$ cat src/rtl/psc_pkg.sv
package psc_pkg;
    typedef enum logic [3:0] {
        ST_INIT, ST_IDLE, ST_RD_WAIT, ST_RD_END,
        ST_WR_TURN, ST_WR_DRIVE, ST_WR_HOLD, ST_WR_END, ST_DPD
    } psc_state_e;

    function automatic int psc_max(input int a, input int b);
        return (a > b) ? a : b;
    endfunction
endpackage

$ cat src/rtl/psc_timer.sv
module psc_timer #(
    parameter int CW      = 8,
    parameter int RST_VAL = 1
) (
    input  logic          clk,
    input  logic          rst_n,
    input  logic          load,
    input  logic [CW-1:0] load_val,
    output logic          expired
);
    logic [CW-1:0] cnt;

    always_ff @(posedge clk or negedge rst_n) begin
        if (!rst_n)          cnt <= CW'(RST_VAL);
        else if (load)       cnt <= load_val;
        else if (cnt != '0)  cnt <= cnt - 1'b1;
    end

    assign expired = (cnt == '0);
endmodule

$ cat src/rtl/psc_lane.sv
module psc_lane #(
    parameter int AW = 20
) (
    input  logic          clk,
    input  logic          rst_n,
    input  logic          accept,
    input  logic          capture,
    input  logic [AW-1:0] req_addr,
    input  logic [15:0]   req_wdata,
    input  logic [1:0]    req_mask,
    input  logic [15:0]   dq_in,
    output logic [AW-1:0] addr_q,
    output logic [1:0]    mask_q,
    output logic [15:0]   wdata_q,
    output logic [15:0]   rdata_q
);
    logic [15:0] lane_bits;

    assign lane_bits = {{8{mask_q[1]}}, {8{mask_q[0]}}};

    always_ff @(posedge clk or negedge rst_n) begin
        if (!rst_n) begin
            addr_q  <= '0;
            mask_q  <= '0;
            wdata_q <= '0;
            rdata_q <= '0;
        end else begin
            if (accept) begin
                addr_q  <= req_addr;
                mask_q  <= req_mask;
                wdata_q <= req_wdata;
            end
            if (capture) rdata_q <= dq_in & lane_bits;
        end
    end
endmodule

$ cat src/rtl/psram_ctrl.sv
module psram_ctrl
    import psc_pkg::*;
#(
    parameter int AW        = 20,
    parameter int INIT_CYC  = 15000,
    parameter int RD_CYC    = 4,
    parameter int TURN_CYC  = 2,
    parameter int SETUP_CYC = 3,
    parameter int HOLD_CYC  = 1
) (
    input  logic          clk,
    input  logic          rst_n,
    input  logic          req_valid,
    input  logic          req_write,
    input  logic [AW-1:0] req_addr,
    input  logic [15:0]   req_wdata,
    input  logic [1:0]    req_mask,
    input  logic          dpd_req,
    input  logic          wake_req,
    output logic          ready,
    output logic          done,
    output logic [15:0]   rd_data,
    output logic [AW-1:0] mem_addr,
    output logic          mem_e1_n,
    output logic          mem_e2,
    output logic          mem_we_n,
    output logic          mem_oe_n,
    output logic          mem_lb_n,
    output logic          mem_ub_n,
    output logic [15:0]   mem_dq_o,
    output logic          mem_dq_oe,
    input  logic [15:0]   mem_dq_i
);
    localparam int MAXC = psc_max(psc_max(INIT_CYC, RD_CYC),
                                  psc_max(TURN_CYC, psc_max(SETUP_CYC, HOLD_CYC)));
    localparam int CW   = $clog2(MAXC + 1);

    psc_state_e    state, state_nx;
    logic          tmr_load, tmr_done, accept, capture, active;
    logic [CW-1:0] tmr_val;
    logic [1:0]    mask_q;

    psc_timer #(.CW(CW), .RST_VAL(INIT_CYC - 1)) u_timer (
        .clk(clk), .rst_n(rst_n), .load(tmr_load), .load_val(tmr_val), .expired(tmr_done)
    );

    psc_lane #(.AW(AW)) u_lane (
        .clk(clk), .rst_n(rst_n), .accept(accept), .capture(capture),
        .req_addr(req_addr), .req_wdata(req_wdata), .req_mask(req_mask),
        .dq_in(mem_dq_i), .addr_q(mem_addr), .mask_q(mask_q),
        .wdata_q(mem_dq_o), .rdata_q(rd_data)
    );

    always_ff @(posedge clk or negedge rst_n) begin
        if (!rst_n) state <= ST_INIT;
        else        state <= state_nx;
    end

    always_comb begin
        state_nx = state;
        tmr_load = 1'b0;
        tmr_val  = '0;
        accept   = 1'b0;
        capture  = 1'b0;
        unique case (state)
            ST_INIT: if (tmr_done) state_nx = ST_IDLE;
            ST_IDLE: begin
                if (dpd_req) begin
                    state_nx = ST_DPD;
                end else if (req_valid && req_mask != 2'b00) begin
                    accept   = 1'b1;
                    tmr_load = 1'b1;
                    if (req_write) begin
                        state_nx = ST_WR_TURN;
                        tmr_val  = CW'(TURN_CYC - 1);
                    end else begin
                        state_nx = ST_RD_WAIT;
                        tmr_val  = CW'(RD_CYC - 1);
                    end
                end
            end
            ST_RD_WAIT: if (tmr_done) begin
                state_nx = ST_RD_END;
                capture  = 1'b1;
            end
            ST_RD_END: state_nx = ST_IDLE;
            ST_WR_TURN: if (tmr_done) begin
                state_nx = ST_WR_DRIVE;
                tmr_load = 1'b1;
                tmr_val  = CW'(SETUP_CYC - 1);
            end
            ST_WR_DRIVE: if (tmr_done) begin
                state_nx = ST_WR_HOLD;
                tmr_load = 1'b1;
                tmr_val  = CW'(HOLD_CYC - 1);
            end
            ST_WR_HOLD: if (tmr_done) state_nx = ST_WR_END;
            ST_WR_END:  state_nx = ST_IDLE;
            ST_DPD: if (wake_req) begin
                state_nx = ST_INIT;
                tmr_load = 1'b1;
                tmr_val  = CW'(INIT_CYC - 1);
            end
            default: state_nx = ST_INIT;
        endcase
    end

    always_comb begin
        ready     = 1'b0;
        done      = 1'b0;
        active    = 1'b0;
        mem_e2    = 1'b1;
        mem_we_n  = 1'b1;
        mem_oe_n  = 1'b1;
        mem_dq_oe = 1'b0;
        unique case (state)
            ST_INIT:     ;
            ST_IDLE:     ready = 1'b1;
            ST_RD_WAIT:  begin active = 1'b1; mem_oe_n = 1'b0; end
            ST_RD_END:   done = 1'b1;
            ST_WR_TURN:  begin active = 1'b1; mem_we_n = 1'b0; end
            ST_WR_DRIVE: begin active = 1'b1; mem_we_n = 1'b0; mem_dq_oe = 1'b1; end
            ST_WR_HOLD:  begin active = 1'b1; mem_dq_oe = 1'b1; end
            ST_WR_END:   done = 1'b1;
            ST_DPD:      mem_e2 = 1'b0;
            default:     ;
        endcase
        mem_e1_n = !active;
        mem_lb_n = !(active && mask_q[0]);
        mem_ub_n = !(active && mask_q[1]);
    end

    // never drive the bus while the memory may be driving it
    a_r12_no_contention: assert property (@(posedge clk) disable iff (!rst_n)
        mem_dq_oe |-> mem_oe_n);
    // data bus stays released on the cycle the write strobe falls
    a_r4_turn_first: assert property (@(posedge clk) disable iff (!rst_n)
        $fell(mem_we_n) |-> !mem_dq_oe);
    // write strobe rises before the chip enable
    a_r6_we_before_e1: assert property (@(posedge clk) disable iff (!rst_n)
        $rose(mem_e1_n) |-> $past(mem_we_n));
    // data still driven when the write strobe rises
    a_r6_hold_data: assert property (@(posedge clk) disable iff (!rst_n)
        ($rose(mem_we_n) && !mem_e1_n) |-> mem_dq_oe);
    // no completion while ready
    a_r9_busy_not_ready: assert property (@(posedge clk) disable iff (!rst_n)
        done |-> !ready);
    // deep power-down keeps E1 inactive and blocks requests
    a_r11_dpd_quiet: assert property (@(posedge clk) disable iff (!rst_n)
        !mem_e2 |-> (mem_e1_n && !ready));
    // zero-mask request is ignored
    a_r8_zero_mask: assert property (@(posedge clk) disable iff (!rst_n)
        (ready && req_valid && req_mask == 2'b00 && !dpd_req) |=> (ready && mem_e1_n));
endmodule

$ cat config.mk
export PLATFORM = sky130hd
export DESIGN_NAME = psram_ctrl
export DESIGN_NICKNAME = d
export VERILOG_FILES = /design/src/rtl/psc_pkg.sv /design/src/rtl/psc_timer.sv /design/src/rtl/psc_lane.sv /design/src/rtl/psram_ctrl.sv
export SDC_FILE = /design/constraint.sdc
export NUM_CORES = 1
export LEC_CHECK = 0
export BUFFER_PORTS_ARGS = -buffer_cell sky130_fd_sc_hd__buf_2
export CAP_MARGIN = 20
export CELL_PAD_IN_SITES_DETAIL_PLACEMENT = 1
export CELL_PAD_IN_SITES_GLOBAL_PLACEMENT = 1
export CORE_ASPECT_RATIO = 1.2
export CORE_UTILIZATION = 34
export CTS_BUF_LIST = sky130_fd_sc_hd__clkbuf_16
export DETAILED_ROUTE_END_ITERATION = 10
export GPL_ROUTABILITY_DRIVEN = 0
export PLACE_DENSITY = 0.88
export SKIP_CTS_REPAIR_TIMING = 1
export SKIP_LAST_GASP = 1
export SYNTH_ARGS = -nofsm -noshare
export SYNTH_HDL_FRONTEND = slang
export SYNTH_SLANG_ARGS = --single-unit
$ cat constraint.sdc
create_clock -name clk -period 2 [get_ports clk]
set_input_delay 0.4 -clock clk [delete_from_list [all_inputs] [get_ports clk]]
set_output_delay 0.4 -clock clk [all_outputs]
set_load 0.02 [all_outputs]
Yosys cells after proc, flatten, opt, wreduce, memory -nomap -nowiden
Cells that the tools add are included.
{ "totals": {"ff_bits": 72, "latchBits": 0, "ram_bits": 0, "rom_bits": 0, "inputBits": 60, "out_inout_bits": 61, "wordCells": 71, "n_memories": 0} }
{ "op_classes": {"addsub": 1, "mul": 0, "div": 0, "magnitude_cmp": 0, "n_eq_ne": 15, "shifts": 0, "muxes": 32, "bitwise": 1, "n_reduce_logical": 16} }
{ "op_table": {"columns": ["cell", "n"], "rows": [
  ["14-bit 2-to-1 mux", 3],
  ["14-bit one-hot mux with 3 select lines", 1],
  ["4-bit 2-to-1 mux", 8],
  ["4-bit one-hot mux with 8 select lines", 1],
  ["16-bit AND", 1],
  ["4-bit by 3-bit == test with 1-bit output, second input constant", 4],
  ["14-bit zero test", 1],
  ["14-bit nonzero test", 1],
  ["14-bit by 1-bit subtractor with 14-bit output, second input constant", 1],
  ["1-bit 2-to-1 mux", 13],
  ["2-bit != test, second input constant", 6],
  ["4-bit by 2-bit == test with 1-bit output, second input constant", 2],
  ["2-bit 2-to-1 mux", 4],
  ["7-bit AND reduction", 1],
  ["2-bit OR reduction", 3],
  ["4-bit by 1-bit == test with 1-bit output, second input constant", 1],
  ["4-bit == test, second input constant", 1],
  ["4-bit zero test", 1],
  ["2-bit nonzero test", 2],
  ["4-bit OR reduction", 1],
  ["1-bit logical AND", 3],
  ["1-bit zero test", 3],
  ["3-bit 2-to-1 mux", 1],
  ["3-bit != test, second input constant", 1],
  ["1-bit one-hot mux with 3 select lines", 1]
]} }

Logic depth before layout (Yosys ltp)
{ "depth": {"ltp_word": 6, "mapped_depth": 8, "mapped_depth_nobuf": 6} }

Hierarchy
From an unflattened synthesis, not the netlist that was laid out.
{ "unflattened": {"hier_cells": 280, "hier_area_um2": 3400.8} }
{ "by_module_without_submodules": {"columns": ["mod", "n_inst", "cells_per_inst", "area_per_inst_um2", "seq_area_each_um2"], "rows": [
  ["psc_lane", 1, 149, 2134.5, 1351.3],
  ["psc_timer", 1, 77, 837.1, 361.6],
  ["psram_ctrl", 1, 54, 429.2, 100.1]
]} }

Worst setup path before layout
Ideal clock, no wire load.
{ "synth_timing": {"path_kind": "reg2reg", "startpoint": "reg u_timer.cnt[0]", "endpoint": "reg u_timer.cnt[10]", "setup_time_ns": 0.077, "t_arrival_ns": 1.946, "t_required_ns": 1.923, "slack_ns": -0.023, "stages_incl_launch_ff": 8, "n_path_buf": 1, "synth_period_minus_slack_ns": 2.023, "path_cell_list": "dfstp_2 inv_1 ha_1 nor3b_1 and4_1 clkbuf_1 or4_1 a21oi_1"} }
{ "synth_between": {"elab_chain_len": 4, "elab_cells_between_ends": 8, "classes_between": "add/sub (1); mux (4); reduce/logical (3)"} }
{ "synth_lines": {"columns": ["item", "line_no", "rtl"], "rows": [
  ["start: declaration", "psc_timer.sv:11", "logic [CW-1:0] cnt;"],
  ["start signal: assignment", "psc_timer.sv:14", "if (!rst_n) cnt <= CW'(RST_VAL);"],
  ["start signal: assignment", "psc_timer.sv:15", "else if (load) cnt <= load_val;"],
  ["start signal: assignment", "psc_timer.sv:16", "else if (cnt != '0) cnt <= cnt - 1'b1;"],
  ["parallel branches: the longest is 4 deep, another holds 14-bit by 1-bit subtractor with 14-bit output", null, null]
]} }
Several ways; the timed one is not identified. The select of a mux whose other input is x is not followed.
A chain may end at the register's enable or synchronous reset.

Worst setup path in the final report
{ "layout_timing": {"startpoint": "reg state[1]", "endpoint": "out ready"} }
{ "layout_between": {"elab_chain_len": 2} }
{ "layout_lines": {"columns": ["item", "line_no", "rtl"], "rows": [
  ["start: declaration", "psram_ctrl.sv:38", "psc_state_e state, state_nx;"],
  ["start signal: assignment", "psram_ctrl.sv:56", "else state <= state_nx;"],
  ["4-bit by 1-bit == test with 1-bit output", "psram_ctrl.sv:116", "unique case (state)"],
  ["1-bit 2-to-1 mux", "psram_ctrl.sv:116", null],
  ["end: declaration", "psram_ctrl.sv:20", "output logic ready,"]
]} }
Every way passes these cells.

==> reports/metrics.cfg <==
[critical_path]
arrival_ns=1.60
worstReg2RegEnd=u_lane.wdata_q[0]
criticalPathCategory=flip-flop to output port
worst_ep_required_time_ns=1.60
r2r_start=state[1]
endpoint_kind=output port
crit_fanout=6
r2r_setup_slack_ns=0.02
ff2ff_path_depth=5
critPathLaunchType=flip-flop

[cells_and_area]
drive_gt1_share_pct=50.6
stdcell_area_mm2=0.00453
final_util_pct=49.1
num-nets-final=485
syn_to_final_growth_pct=38.1
antenna_cells=0

[power]
p_seq_share_pct=34.6
p_int_mw=4.51
comb_power_share_pct=44.8
pwr-share-clk_pct=20.6
net-switching-power_mw=3.00
ir_worst_vdd_mv=0.933
switching_share_pct=39.9
leakage_nw=2.00
power_density_mw_per_mm2=1660

[sta]
rsz0062_at_grt=true
fin_tns_setup_ns=0
slew_headroom_pct=69.9
finalCriticalPeriod_ns=2.00
fin_worst_skew_ns=0.00594
hold_viol=0
clock.fmax_mhz=501
worstMarginPinSlew_ns=0.450
fin_crit_sh_pct=99.8
slew_violations=0
finalSetupViolations=0

[yosys]
synth_edf_count=0
synth_cell_types=46
synth.area.mux_share_pct=13.4
yosysSeqAreaShare_pct=55.2
synth_compound_area_share_pct=13.0
post-synth-top-area-cell=dfrtp_1
ys_top_cells_by_count=dfrtp_1 (63), o21ai_0 (40), mux2_2 (33)
yosys.area.top_type_share_pct=48.0
synthTopCellsByArea=dfrtp_1 (48%), mux2_2 (11%), dfstp_2 (7.2%)
yosys.area_share.simple_pct=12.1
synth_top_family_by_area=multiplexers
ys_async_sr_fraction_pct=100
syn_area_mm2=0.00328
syn_nets=347
netlist_instances=286
synthMostInstantiatedCell=dfrtp_1
synth-xor-area-share_pct=1.87
synthAdderAreaFrac_pct=0.381
ys.flop_type=dfrtp_1
ys_warn_count=0
synth-seq-cells=72
syn_avg_cell_area_um2=11.5

[placed_design]
dp_hpwl_um=7000
io_buffers=120
dpl-instance-area_mm2=0.00412

[drt]
wirelength_met1_um=4090
met2_length_um=5590
drtIter0Drc=113
drcViolationCount=0
wl_per_cell_um=19.3
drt-total-wl_um=10600
viasPerCell=5.23
met3WireLength_um=554
first_pass_iters=4
num_vias=2871
postRouteAntennaNets=0
top_layer=met4

[die]
dieArea_mm2=0.0101
coreArea_mm2=0.00922
rows=38
num_io_pins=121
initial_core_util_pct=35.6
die_w_um=91.7
die_h_um=110

[cts]
cts_tree=yes
clock_latency_ns=0.34
numCtsBuffers=9
root_buffer=clkbuf_16
htreeDepth=3
clk_path_buf_depth=2
clkSinkCount=72
clk_pin_slew_ns=0.06

[worst_hold_path]
hold_path.class=input pin to asynchronous set/reset pin

[flow_run]
max_cap_viol_count=0

[grt]
first_global_vias=3164
grt_usage_pct=20.5
grt_pass1_wl_um=15800
antenna_found_initial=0
grt-ovfl-total=0
grt_start_max_net_pins=73

[outcome]
outcome=finished clean

cell type report:
class,instances,area (um2)
multi-input combinational,187,1380
fill,1056,4690
timing repair buffer,144,866
sequential,72,1810
clock inverter,7,61.3
clock buffer,9,225
tap,120,150
inverter,10,37.5
power by group through the flow:
stage	Sequential [mW]	Clock, mW	Combinational, mW
detailed placement	2.58	0	3.17
finish	2.60	1.55	3.37
floorplan	3.00	0	1.56
CTS	2.58	1.57	3.21
global route	2.68	1.62	3.60
global placement	2.53	0	3.01
kinds of logic (layout without fill, tap and decap cells):
kind of cell,Yosys count,count (layout)
flip-flops,72,72
AO/OA/AOI/OAI,71,71
AND/OR/NAND/NOR,69,69
multiplexers,39,39
buffers and inverters,27,170
XOR/XNOR,7,7
adder cells (fa/ha/maj),1,1
flip-flops by register name (all words and copies together), names as in the netlist:
name and flops:
u_lane.addr_q 20, u_lane.rdata_q 16, u_lane.wdata_q 16, u_timer.cnt 14, state 4, u_lane.mask_q 2
critical path: stages, from the launching register on:
cell and delay [ns]:
dfrtp_1 0.38, or4b_4 0.61, inv_1 0.11, buf_2 0.17
metal layers:
metal | vias to the layer above | track usage (%)
li1 | 1305 | -
met1 | 1438 | 23.0
met2 | 97 | 37.0
met3 | 31 | 4.50
met4 | 0 | 10.1
met5 | - | 0
how the worst max path moves through the flow:
stage	startpoint	endpoint
2_1_floorplan	u_timer.cnt[0]	u_timer.cnt[10]
3_3_place_gp	state[1]	u_timer.cnt[13]
3_5_place_dp	state[1]	u_timer.cnt[11]
4_1_cts	state[0]	mem_e2
5_1_grt	state[1]	mem_e2
6_report	state[1]	ready
through the flow:
| step | power [mW] | setup WS [ns] | std cells | hold WS [ns] |
|---|---|---|---|---|
| final | 7.51 | 0.00369 | 549 | 0.0638 |
| after global routing | 7.90 | -0.0564 | 549 | 0.126 |
| after CTS | 7.36 | -0.157 | 546 | 0.110 |
| after detailed placement | 5.75 | 0.00765 | 530 | 0.460 |
| after global placement | 5.54 | 0.0835 | 530 | 0.468 |
| after floorplan | 4.56 | 0.00456 | 286 | 0.104 |
placed cells by master (no fill, tap or decap), types with 6 or more instances in the layout:
master / n
buf_4: 19
inv_1: 10
a21oi_1: 11
mux2_1: 6
mux2_2: 33
buf_2: 118
o21ai_0: 40
clkbuf_16: 11
dfstp_2: 9
nand2_1: 26
xnor2_1: 6
dfrtp_1: 63
Power figures use the tool's default switching activity.
